[config.mk]
export PLATFORM = sky130hd
export DESIGN_NAME = hbridge_gate_seq
export DESIGN_NICKNAME = d
export VERILOG_FILES = /design/src/rtl/hbg_pkg.sv /design/src/rtl/hbg_pattern.sv /design/src/rtl/hbg_deadtime.sv /design/src/rtl/hbg_gates.sv /design/src/rtl/hbridge_gate_seq.sv
export SDC_FILE = /design/constraint.sdc
export NUM_CORES = 1
export LEC_CHECK = 0
export ABC_AREA = 1
export BUFFER_PORTS_ARGS = -buffer_cell sky130_fd_sc_hd__buf_4
export CAP_MARGIN = 20
export CORE_MARGIN = 10
export CORE_UTILIZATION = 45
export CTS_CLUSTER_DIAMETER = 30
export DETAILED_ROUTE_END_ITERATION = 6
export HOLD_SLACK_MARGIN = 0.05
export PLACE_DENSITY = 0.67
export SLEW_MARGIN = 30
export SYNTH_ARGS = -nofsm -noshare
export SYNTH_HDL_FRONTEND = slang
export SYNTH_SLANG_ARGS = --single-unit
[constraint.sdc]
create_clock -name clk -period 1.14 [get_ports clk]
set_input_delay 0.057 -clock clk [delete_from_list [all_inputs] [get_ports clk]]
set_output_delay 0.057 -clock clk [all_outputs]
set_load 0.01 [all_outputs]
[src/rtl/hbg_pkg.sv]
package hbg_pkg;
  // Gate vector bit positions
  localparam int G_HI1 = 0;
  localparam int G_LO1 = 1;
  localparam int G_HI2 = 2;
  localparam int G_LO2 = 3;
  localparam int N_GATES = 4;

  typedef logic [N_GATES-1:0] gateVec_t;

  // Strobes from the deadtime control to the gate datapath
  typedef struct packed {
    logic restart;  // target changed at this edge
    logic hold;     // no new turn-on allowed at this edge
  } seqStrobe_t;
endpackage

[src/rtl/hbg_pattern.sv]
module hbg_pattern
  import hbg_pkg::*;
(
  input  logic     allowed,
  input  logic     phase,
  input  logic     chopOff,
  input  logic     slowDecay,
  output gateVec_t tgt
);
  always_comb begin
    tgt = '0;
    if (allowed) begin
      if (!chopOff) begin
        // drive: one diagonal
        tgt[G_HI1] = phase;
        tgt[G_LO2] = phase;
        tgt[G_HI2] = !phase;
        tgt[G_LO1] = !phase;
      end else if (slowDecay) begin
        // recirculate around the upper half
        tgt[G_HI1] = 1'b1;
        tgt[G_HI2] = 1'b1;
      end else begin
        // quasi-synchronous: low switch beside the conducting freewheel path
        tgt[G_LO1] = phase;
        tgt[G_LO2] = !phase;
      end
    end
  end
endmodule

[src/rtl/hbg_deadtime.sv]
module hbg_deadtime
  import hbg_pkg::*;
#(
  parameter int DEAD_CYCLES = 100
) (
  input  logic       clk,
  input  logic       rst_n,
  input  gateVec_t   tgt,
  output seqStrobe_t strobe
);
  localparam int CNT_W = $clog2(DEAD_CYCLES + 1);
  localparam logic [CNT_W-1:0] LOAD = CNT_W'(DEAD_CYCLES - 1);

  gateVec_t prevTgt;
  logic [CNT_W-1:0] cnt;
  logic changed;

  assign changed        = (tgt != prevTgt);
  assign strobe.restart = changed;
  assign strobe.hold    = changed || (cnt != '0);

  always_ff @(posedge clk or negedge rst_n) begin
    if (!rst_n) begin
      prevTgt <= '0;
      cnt     <= '0;
    end else begin
      prevTgt <= tgt;
      if (changed)
        cnt <= LOAD;
      else if (cnt != '0)
        cnt <= cnt - 1'b1;
    end
  end

  // a restart always leaves a non-zero window unless the deadtime is one edge
  p_restart_window_r5: assert property (@(posedge clk) disable iff (!rst_n)
    (changed && DEAD_CYCLES > 1) |=> (cnt != '0));
endmodule

[src/rtl/hbg_gates.sv]
module hbg_gates
  import hbg_pkg::*;
#(
  parameter int DEAD_CYCLES = 100
) (
  input  logic       clk,
  input  logic       rst_n,
  input  gateVec_t   tgt,
  input  seqStrobe_t strobe,
  output gateVec_t   gates
);
  localparam int OFF_W = $clog2(DEAD_CYCLES + 1);
  localparam logic [OFF_W-1:0] OFF_SAT = OFF_W'(DEAD_CYCLES);

  gateVec_t gateQ;

  always_ff @(posedge clk or negedge rst_n) begin
    if (!rst_n)
      gateQ <= '0;
    else if (strobe.hold)
      gateQ <= gateQ & tgt;   // only releases while the deadtime runs
    else
      gateQ <= tgt;
  end

  // released switches drop without waiting for an edge
  assign gates = gateQ & tgt;

  // no switch is added on a held edge
  p_no_turnon_in_hold_r5: assert property (@(posedge clk) disable iff (!rst_n)
    strobe.hold |=> ((gateQ & ~$past(gateQ)) == '0));

  p_no_turnon_at_restart_r5: assert property (@(posedge clk) disable iff (!rst_n)
    strobe.restart |=> ((gates & ~$past(gates)) == '0));

  for (genvar leg = 0; leg < 2; leg++) begin : g_leg
    localparam int HI = 2 * leg;
    localparam int LO = 2 * leg + 1;
    logic [OFF_W-1:0] offHi;
    logic [OFF_W-1:0] offLo;

    always_ff @(posedge clk or negedge rst_n) begin
      if (!rst_n) begin
        offHi <= '0;
        offLo <= '0;
      end else begin
        if (gates[HI]) offHi <= '0;
        else if (offHi != OFF_SAT) offHi <= offHi + 1'b1;
        if (gates[LO]) offLo <= '0;
        else if (offLo != OFF_SAT) offLo <= offLo + 1'b1;
      end
    end

    p_leg_exclusive_r6: assert property (@(posedge clk) disable iff (!rst_n)
      !(gates[HI] && gates[LO]));

    p_hi_after_dead_r7: assert property (@(posedge clk) disable iff (!rst_n)
      $rose(gates[HI]) |-> (offLo >= OFF_SAT));

    p_lo_after_dead_r7: assert property (@(posedge clk) disable iff (!rst_n)
      $rose(gates[LO]) |-> (offHi >= OFF_SAT));
  end
endmodule

[src/rtl/hbridge_gate_seq.sv]
module hbridge_gate_seq
  import hbg_pkg::*;
#(
  parameter int DEAD_CYCLES = 100
) (
  input  logic clk,
  input  logic rst_n,
  input  logic chipEnable,
  input  logic fault,
  input  logic bridgeEn,
  input  logic phase,
  input  logic chopOff,
  input  logic slowDecay,
  output logic hiLeg1,
  output logic loLeg1,
  output logic hiLeg2,
  output logic loLeg2
);
  logic       allowed;
  gateVec_t   tgt;
  gateVec_t   gates;
  seqStrobe_t strobe;

  assign allowed = chipEnable && !fault && bridgeEn;

  hbg_pattern u_pattern (
    .allowed  (allowed),
    .phase    (phase),
    .chopOff  (chopOff),
    .slowDecay(slowDecay),
    .tgt      (tgt)
  );

  hbg_deadtime #(.DEAD_CYCLES(DEAD_CYCLES)) u_ctrl (
    .clk   (clk),
    .rst_n (rst_n),
    .tgt   (tgt),
    .strobe(strobe)
  );

  hbg_gates #(.DEAD_CYCLES(DEAD_CYCLES)) u_dp (
    .clk   (clk),
    .rst_n (rst_n),
    .tgt   (tgt),
    .strobe(strobe),
    .gates (gates)
  );

  assign hiLeg1 = gates[G_HI1];
  assign loLeg1 = gates[G_LO1];
  assign hiLeg2 = gates[G_HI2];
  assign loLeg2 = gates[G_LO2];

  p_disable_forces_off_r8: assert property (@(posedge clk) disable iff (!rst_n)
    (!chipEnable || fault || !bridgeEn) |-> !(hiLeg1 || loLeg1 || hiLeg2 || loLeg2));

  p_reenable_waits_r8: assert property (@(posedge clk) disable iff (!rst_n)
    $rose(allowed) |=> !(hiLeg1 || loLeg1 || hiLeg2 || loLeg2));

  p_drive_diagonal_r1: assert property (@(posedge clk) disable iff (!rst_n)
    (allowed && !chopOff) |->
      (phase ? !(hiLeg2 || loLeg1) : !(hiLeg1 || loLeg2)));

  p_fast_no_high_r2: assert property (@(posedge clk) disable iff (!rst_n)
    (allowed && chopOff && !slowDecay) |-> !(hiLeg1 || hiLeg2));

  p_slow_no_low_r3: assert property (@(posedge clk) disable iff (!rst_n)
    (allowed && chopOff && slowDecay) |-> !(loLeg1 || loLeg2));
endmodule

==> metrics.md, run 1 <==
| Metric | Value |
|---|---|
| Clk_lat worst skew | 0.29 ns |
| Number of max-cap violations | 0 |
| Pwr/cell area | 1540 nW/µm² |
| GRT Overall Usage | 0.103 |
| Clk_skew | 0.0116 ns |
| Register area | ~380 µm² |
| DR iter-0 viols | 46 |
| Vias | ~760 |
| Via count of the first global-routing pass | 850 |
| Die area | ~4300 µm² |
| CP required | 1.32 ns |
| Clock power share | 0.162 |
| Final WL | 1980 µm |
| Netlist cell types | 23 |
| Placer Congestion | 0.868 |
| Vias per inst | 4.60 |
| Sequential share of the synthesized area | 0.401 |
| # setup viols final | 5 |
| CTS buffer count | 3 |
| Slowest stage delay, CP | 0.41 ns |
| CP max FO | 5 |
| Final Max Tran Viols | 0 |
| Crit start category | register |
| Worst-margin pin slew | between 0.2 and 0.25 ns |
| R2R setup slack | -0.09 ns |
| RSZ-0062 raised after global routing | yes |
| Row count | 16 |
| Worst reg2reg path endpoint | u_ctrl.cnt[4]$_DFFE_PN0P_ |
| Kind of critical path | register to register |
| Area added between synthesis and finish | 32.4% |
| Share of layout cells above drive strength 1 | 0.475 |
| DP Worst Slack | -0.0888 ns |
| Final Hold Vio Count | 0 |
| Htree depth | 1 |
| Mapped Area | 936 µm² |
| Leading cell type in the layout, fill and taps excluded | nand2_1 |
| Tmin final | 1.23 ns |
| Largest net degree at the start of global routing | 16 |
| Internal power | between 1000 and 1500 µW |
| Die H | 65.6 µm |
| Worst Hold End | u_ctrl.prevTgt[1]$_DFF_PN0_ |
| Switching pwr | ~710 µW |
| Die X | 65.6 µm |
| First-pass GRT wire length | about 3600 µm |
| Hold Path Cell Cnt | 4 |
| Initial antenna violation count | 0 |
| Multi-input gate area | 520 µm² |
| DP Cell Count | 160 |
| Total Power | between 1500 and 2000 µW |
| Reg power frac | 0.378 |
| Maximum root-to-sink buffer count | 2 |
| Syn nets | 120 |
| I/O pin count | 12 |
| Most frequent cells in the layout | 25 x nand2_1, 24 x buf_4, 16 x inv_1 |
| Antenna Nets Post-Route | 0 |
| Count of clock tree sinks | 15 |
| Core area | 1960 µm² |
| Warnings from Yosys | 0 |
| Final net count | 150 |
| Outcome | finished with violations |
| Pleak | 0.000697 µW |
| Reg2Reg Depth | 6 |
| Comb power frac | 0.460 |
| Synthesized area per cell | 8.51 µm² |
| Worst EP arrival | about 1.4 ns |
| Switching Share | 0.373 |
| Peak VDD IR | 1510 µV |
| Failing checks | setup timing |
| Final cell count without fillers | 166 |
| Crit path max-delay family | flip-flops |
| HP Class | primary input to register |
| Final WS setup | -0.0914 ns |
| Worst hold start | chopOff |
| Mapped Cells | 110 |
| Period utilization | 1.08 |
| DRC | 0 |
| Max Fclk | 0.812 GHz |
| Worst rel slew slack | 0.856 |
| Crit path buffers/inverters | 1 |
| TritonCTS clock tree | built |
| Initial Util | 0.477 |
| DP Wirelength | 1510 µm |
| Seq cells post-synth | 15 |
| Root Buffer | clkbuf_4 |
| Slowest cell on the critical path | dfrtp_1 |
| Clock transition at path regs | about 0.10 ns |
| Port Buf Inserts | 11 |
| N_diodes | 0 |
| Worst r2r src | u_ctrl.cnt[0]$_DFFE_PN0P_ |
| Crit. End Element | register |
| GRT overflow | 0 |
| Cells along the critical path | inv_2, ha_2, nand3_4, nand3_2, xor2_1, nor2_2 |
| DRT Pass-1 Iters | 4 |
| Fillers | about 180 |
| WL per Instance | 11.9 µm |
power by group through the flow:
stage / logic, µW / clock network [µW] / registers [µW]
6_report: 879 / 310 / 722
5_1_grt: 971 / 340 / 741
4_1_cts: 832 / 310 / 717
3_5_place_dp: 764 / 0 / 711
3_3_place_gp: 745 / 0 / 709
2_1_floorplan: 421 / 0 / 710
area by class of cell:
class | instances | area share
Clock buffer | 3 | 0.0182
Clock inverter | 1 | 0.00404
Inverter | 21 | 0.0737
Multi-Input combinational cell | 74 | 0.420
Sequential cell | 15 | 0.303
Tap cell | 27 | 0.0273
Timing Repair Buffer | 25 | 0.154
cell families after synthesis:
logic type | count (synthesis) | share of synthesized area
xor+xnor | 5 | 0.0468
fa+ha+maj | 2 | 0.0267
compound gates | 3 | 0.0241
flops | 15 | 0.401
buf+inv | 21 | 0.104
simple gates | 64 | 0.397
state kept, by name, indices dropped and copies added (netlist names):
register and cells:
u_ctrl.prevTgt 4, u_dp.gateQ 4, u_ctrl.cnt 7
cells in the mapped netlist (all sizes together):
library cell   n  area [µm²]
nand3          9        65.1
nor2          10        71.3
xnor2          1        8.76
inv           20        80.1
o21ai          3        22.5
nand4          5        31.3
ha             2        25.0
nand3b         2        15.0
xor2           4        35.0
nor3           3        25.0
bufinv         1        17.5
nand2         35         164
dfrtp         15         375
metrics by stage:
| stage | utilization | instance area (µm²) | hold slack (ns) | setup TNS [ns] |
|---|---|---|---|---|
| after floorplan | - | 941 | -0.239 | 0 |
| after global routing | 0.631 | 1240 | 0.129 | -0.958 |
| after detailed placement | 0.585 | 1150 | -0.0793 | -0.543 |
| after global placement | 0.585 | 1150 | -0.0833 | -0.145 |
| after CTS | 0.616 | 1210 | 0.102 | -0.239 |
| final | 0.631 | 1240 | 0.0982 | -0.237 |
worst max-delay path by stage:
stage | start | end | depth (start not counted)
2_1_floorplan | u_ctrl.cnt[5]$_DFFE_PN0P_ | u_dp.gateQ[1]$_DFF_PN0_ | 5
3_3_place_gp | u_ctrl.cnt[5]$_DFFE_PN0P_ | u_dp.gateQ[1]$_DFF_PN0_ | 5
3_5_place_dp | u_ctrl.cnt[0]$_DFFE_PN0P_ | u_dp.gateQ[0]$_DFF_PN0_ | 6
4_1_cts | u_ctrl.cnt[6]$_DFFE_PN0P_ | u_ctrl.cnt[4]$_DFFE_PN0P_ | 5
5_1_grt | u_ctrl.cnt[0]$_DFFE_PN0P_ | u_ctrl.cnt[4]$_DFFE_PN0P_ | 6
6_report | u_ctrl.cnt[0]$_DFFE_PN0P_ | u_ctrl.cnt[4]$_DFFE_PN0P_ | 6
tightest hold or removal path, cell delays in order:
cell     delay [ns]
buf_4          0.11
nand2_1        0.06
nand3_2        0.06
inv_1          0.06
layer usage:
metal | vias up | track usage | share of wire | wire (µm)
met4 | 0 | 0.0401 | 0.0086 | 17
li1 | 401 | - | - | -
met2 | 15 | 0.183 | 0.51 | 1010
met1 | 346 | 0.115 | 0.43 | 854
met5 | - | 0 | 0 | 0
met3 | 2 | 0.0237 | 0.050 | 98
timing repair:
action | 4_1_cts | 5_1_grt
hold buffers | 1 | 0
gates resized for setup | 9 | 5
endpoints found under the hold margin | 15 | 0
setup buffers | 0 | 1
pin swaps | 4 | 8
endpoints found under the setup margin | 11 | 11
No activity file was read; power rests on OpenSTA's default activity.
==> run 2, diff against run 1 <==
Settings changed: RECOVER_POWER from default to 25.
==> metrics.md, run 2 (synthesized netlist as in run 1, its figures left out) <==
| Metric | Value |
|---|---|
| Crit. End Element | register |
| Die X | approximately 66 µm |
| Peak VDD IR | ~1500 µV |
| RSZ-0062 raised after global routing | yes |
| Leading cell type in the layout, fill and taps excluded | nand2_1 |
| Clock transition at path regs | approximately 0.10 ns |
| I/O pin count | 12 |
| Antenna Nets Post-Route | 0 |
| Count of clock tree sinks | 15 |
| Worst-margin pin slew | about 0.8 ns |
| First-pass GRT wire length | 3570 µm |
| Final net count | 150 |
| DRT Pass-1 Iters | 4 |
| Vias | 764 |
| Comb power frac | 0.459 |
| Failing checks | setup timing |
| Crit start category | register |
| Port Buf Inserts | 11 |
| Initial Util | 0.477 |
| Clock power share | 0.163 |
| TritonCTS clock tree | built |
| Pwr/cell area | between 1500 and 2000 nW/µm² |
| Outcome | finished with violations |
| Number of max-cap violations | 0 |
| Biggest register | u_ctrl.cnt |
| Max Fclk | 0.812 GHz |
| DR iter-0 viols | 46 |
| Switching Share | 0.373 |
| Placer Congestion | 0.868 |
| Cells along the critical path | inv_2, ha_2, nand3_4, nand3_2, xor2_1, nor2_2 |
| GRT overflow | 0 |
| CP max FO | 5 |
| GRT Overall Usage | 0.103 |
| Crit path max-delay family | flip-flops |
| Final Max Tran Viols | 0 |
| Final WS setup | -0.0914 ns |
| Slowest stage delay, CP | 0.41 ns |
| Initial antenna violation count | 0 |
| Register area | between 300 and 400 µm² |
| # setup viols final | 5 |
| CP required | 1.32 ns |
| HP Class | primary input to register |
| Largest regs | u_ctrl.cnt x7, u_ctrl.prevTgt x4, u_dp.gateQ x4 |
| Fillers | 183 |
| Final WL | 1980 µm |
| DRC | 0 |
| Internal power | 1200 µW |
| Largest net degree at the start of global routing | 16 |
| Multi-input gate area | between 500 and 600 µm² |
| Switching pwr | 712 µW |
| Die area | 4300 µm² |
| Die H | roughly 66 µm |
| N_diodes | 0 |
| Final setup TNS | -0.237 ns |
| DP Wirelength | 1510 µm |
| Htree depth | 1 |
| CTS buffer count | 3 |
| Period utilization | 1.08 |
| Kind of critical path | register to register |
| Most frequent cells in the layout | 25 x nand2_1, 23 x buf_4, 16 x inv_1 |
| Worst EP arrival | 1.41 ns |
| Row count | 16 |
| WL per Instance | between 10 and 15 µm |
| Clk_skew | 0.0116 ns |
| Pleak | 0.000693 µW |
| Share of layout cells above drive strength 1 | 0.468 |
| Clk_lat worst skew | 0.29 ns |
| Root Buffer | clkbuf_4 |
| Largest register FFs | 7 |
| DP Cell Count | 160 |
| Slowest cell on the critical path | dfrtp_1 |
| Vias per inst | 4.60 |
| Worst rel slew slack | 0.466 |
| Final cell count without fillers | 166 |
| Maximum root-to-sink buffer count | 2 |
| Area added between synthesis and finish | 32.0% |
| Reg power frac | 0.378 |
| Via count of the first global-routing pass | 850 |
| Core area | between 1500 and 2000 µm² |
| Crit path buffers/inverters | 1 |
| Final Hold Vio Count | 0 |
| Tmin final | around 1.2 ns |
## run 2: cell types whose count changed in the layout (fill, tap and decap cells not counted)
cell | previous run | this run
clkbuf_1 | 0 | 1
buf_4 | 24 | 23
## run 2: power groups by stage
| stage | Sequential, µW | Clock (µW) | Combinational, µW |
|---|---|---|---|
| after floorplan | 710 | 0 | 421 |
| after global placement | 709 | 0 | 745 |
| after detailed placement | 711 | 0 | 764 |
| after CTS | 717 | 310 | 832 |
| after global routing | 741 | 340 | 970 |
| final | 722 | 310 | 877 |
## run 2: through the flow
step | utilization | power, µW | area, µm² | hold WS [ns] | setup WS (ns)
3_3_place_gp | 0.585 | 1450 | 1150 | -0.0833 | -0.0423
6_report | 0.629 | 1910 | 1230 | 0.0982 | -0.0914
3_5_place_dp | 0.585 | 1470 | 1150 | -0.0793 | -0.0888
4_1_cts | 0.616 | 1860 | 1210 | 0.102 | -0.0889
5_1_grt | 0.629 | 2050 | 1230 | 0.129 | -0.166
2_1_floorplan | - | 1130 | 941 | -0.239 | 0.00949
## run 2: repair_timing
action                     4_1_cts  5_1_grt
pin swaps                        4        8
hold endpoints to repair        15        0
hold buffers                     1        0
gates resized for setup          9        5
setup buffers                    0        1
setup endpoints to repair       11       11
## run 2: per-layer routing
metal | GRT usage | vias to the layer above | wire (µm)
met5 | 0 | - | 0
met4 | 0.0401 | 0 | 17
met3 | 0.0237 | 2 | 98
met2 | 0.183 | 15 | 1010
met1 | 0.115 | 346 | 853
li1 | - | 401 | -
## run 2: path summary, 6_finish.rpt
path | from | cells after the start | to | slack (ns)
worst min-delay path | chopOff | 4 | u_ctrl.prevTgt[1]$_DFF_PN0_ | 0.1
worst min register to register | u_dp.gateQ[0]$_DFF_PN0_ | 2 | u_dp.gateQ[0]$_DFF_PN0_ | 0.49
worst max-delay path | u_ctrl.cnt[0]$_DFFE_PN0P_ | 6 | u_ctrl.cnt[4]$_DFFE_PN0P_ | -0.09
min in group asynchronous | rst_n | 2 | u_dp.gateQ[2]$_DFF_PN0_ | 0.35
max in group asynchronous | rst_n | 2 | u_ctrl.cnt[1]$_DFFE_PN0P_ | 0.28
worst max register to register | u_ctrl.cnt[0]$_DFFE_PN0P_ | 6 | u_ctrl.cnt[4]$_DFFE_PN0P_ | -0.09
## run 2: area by class of cell
class / instances / area share
timing repair buffer: 25 / 0.151
clock inverter: 1 / 0.00405
multi-input combinational: 74 / 0.421
tap: 27 / 0.0274
sequential: 15 / 0.304
clock buffer: 3 / 0.0182
inverter: 21 / 0.0740
## run 2: worst register-to-register path, delay by kind of cell, from the launching register on
family	cells	cell delay [ns]
buffers and inverters	1	0.08
AND/OR/NAND/NOR	3	0.27
flip-flops	1	0.41
adder cells (fa/ha/maj)	1	0.19
XOR/XNOR	1	0.18
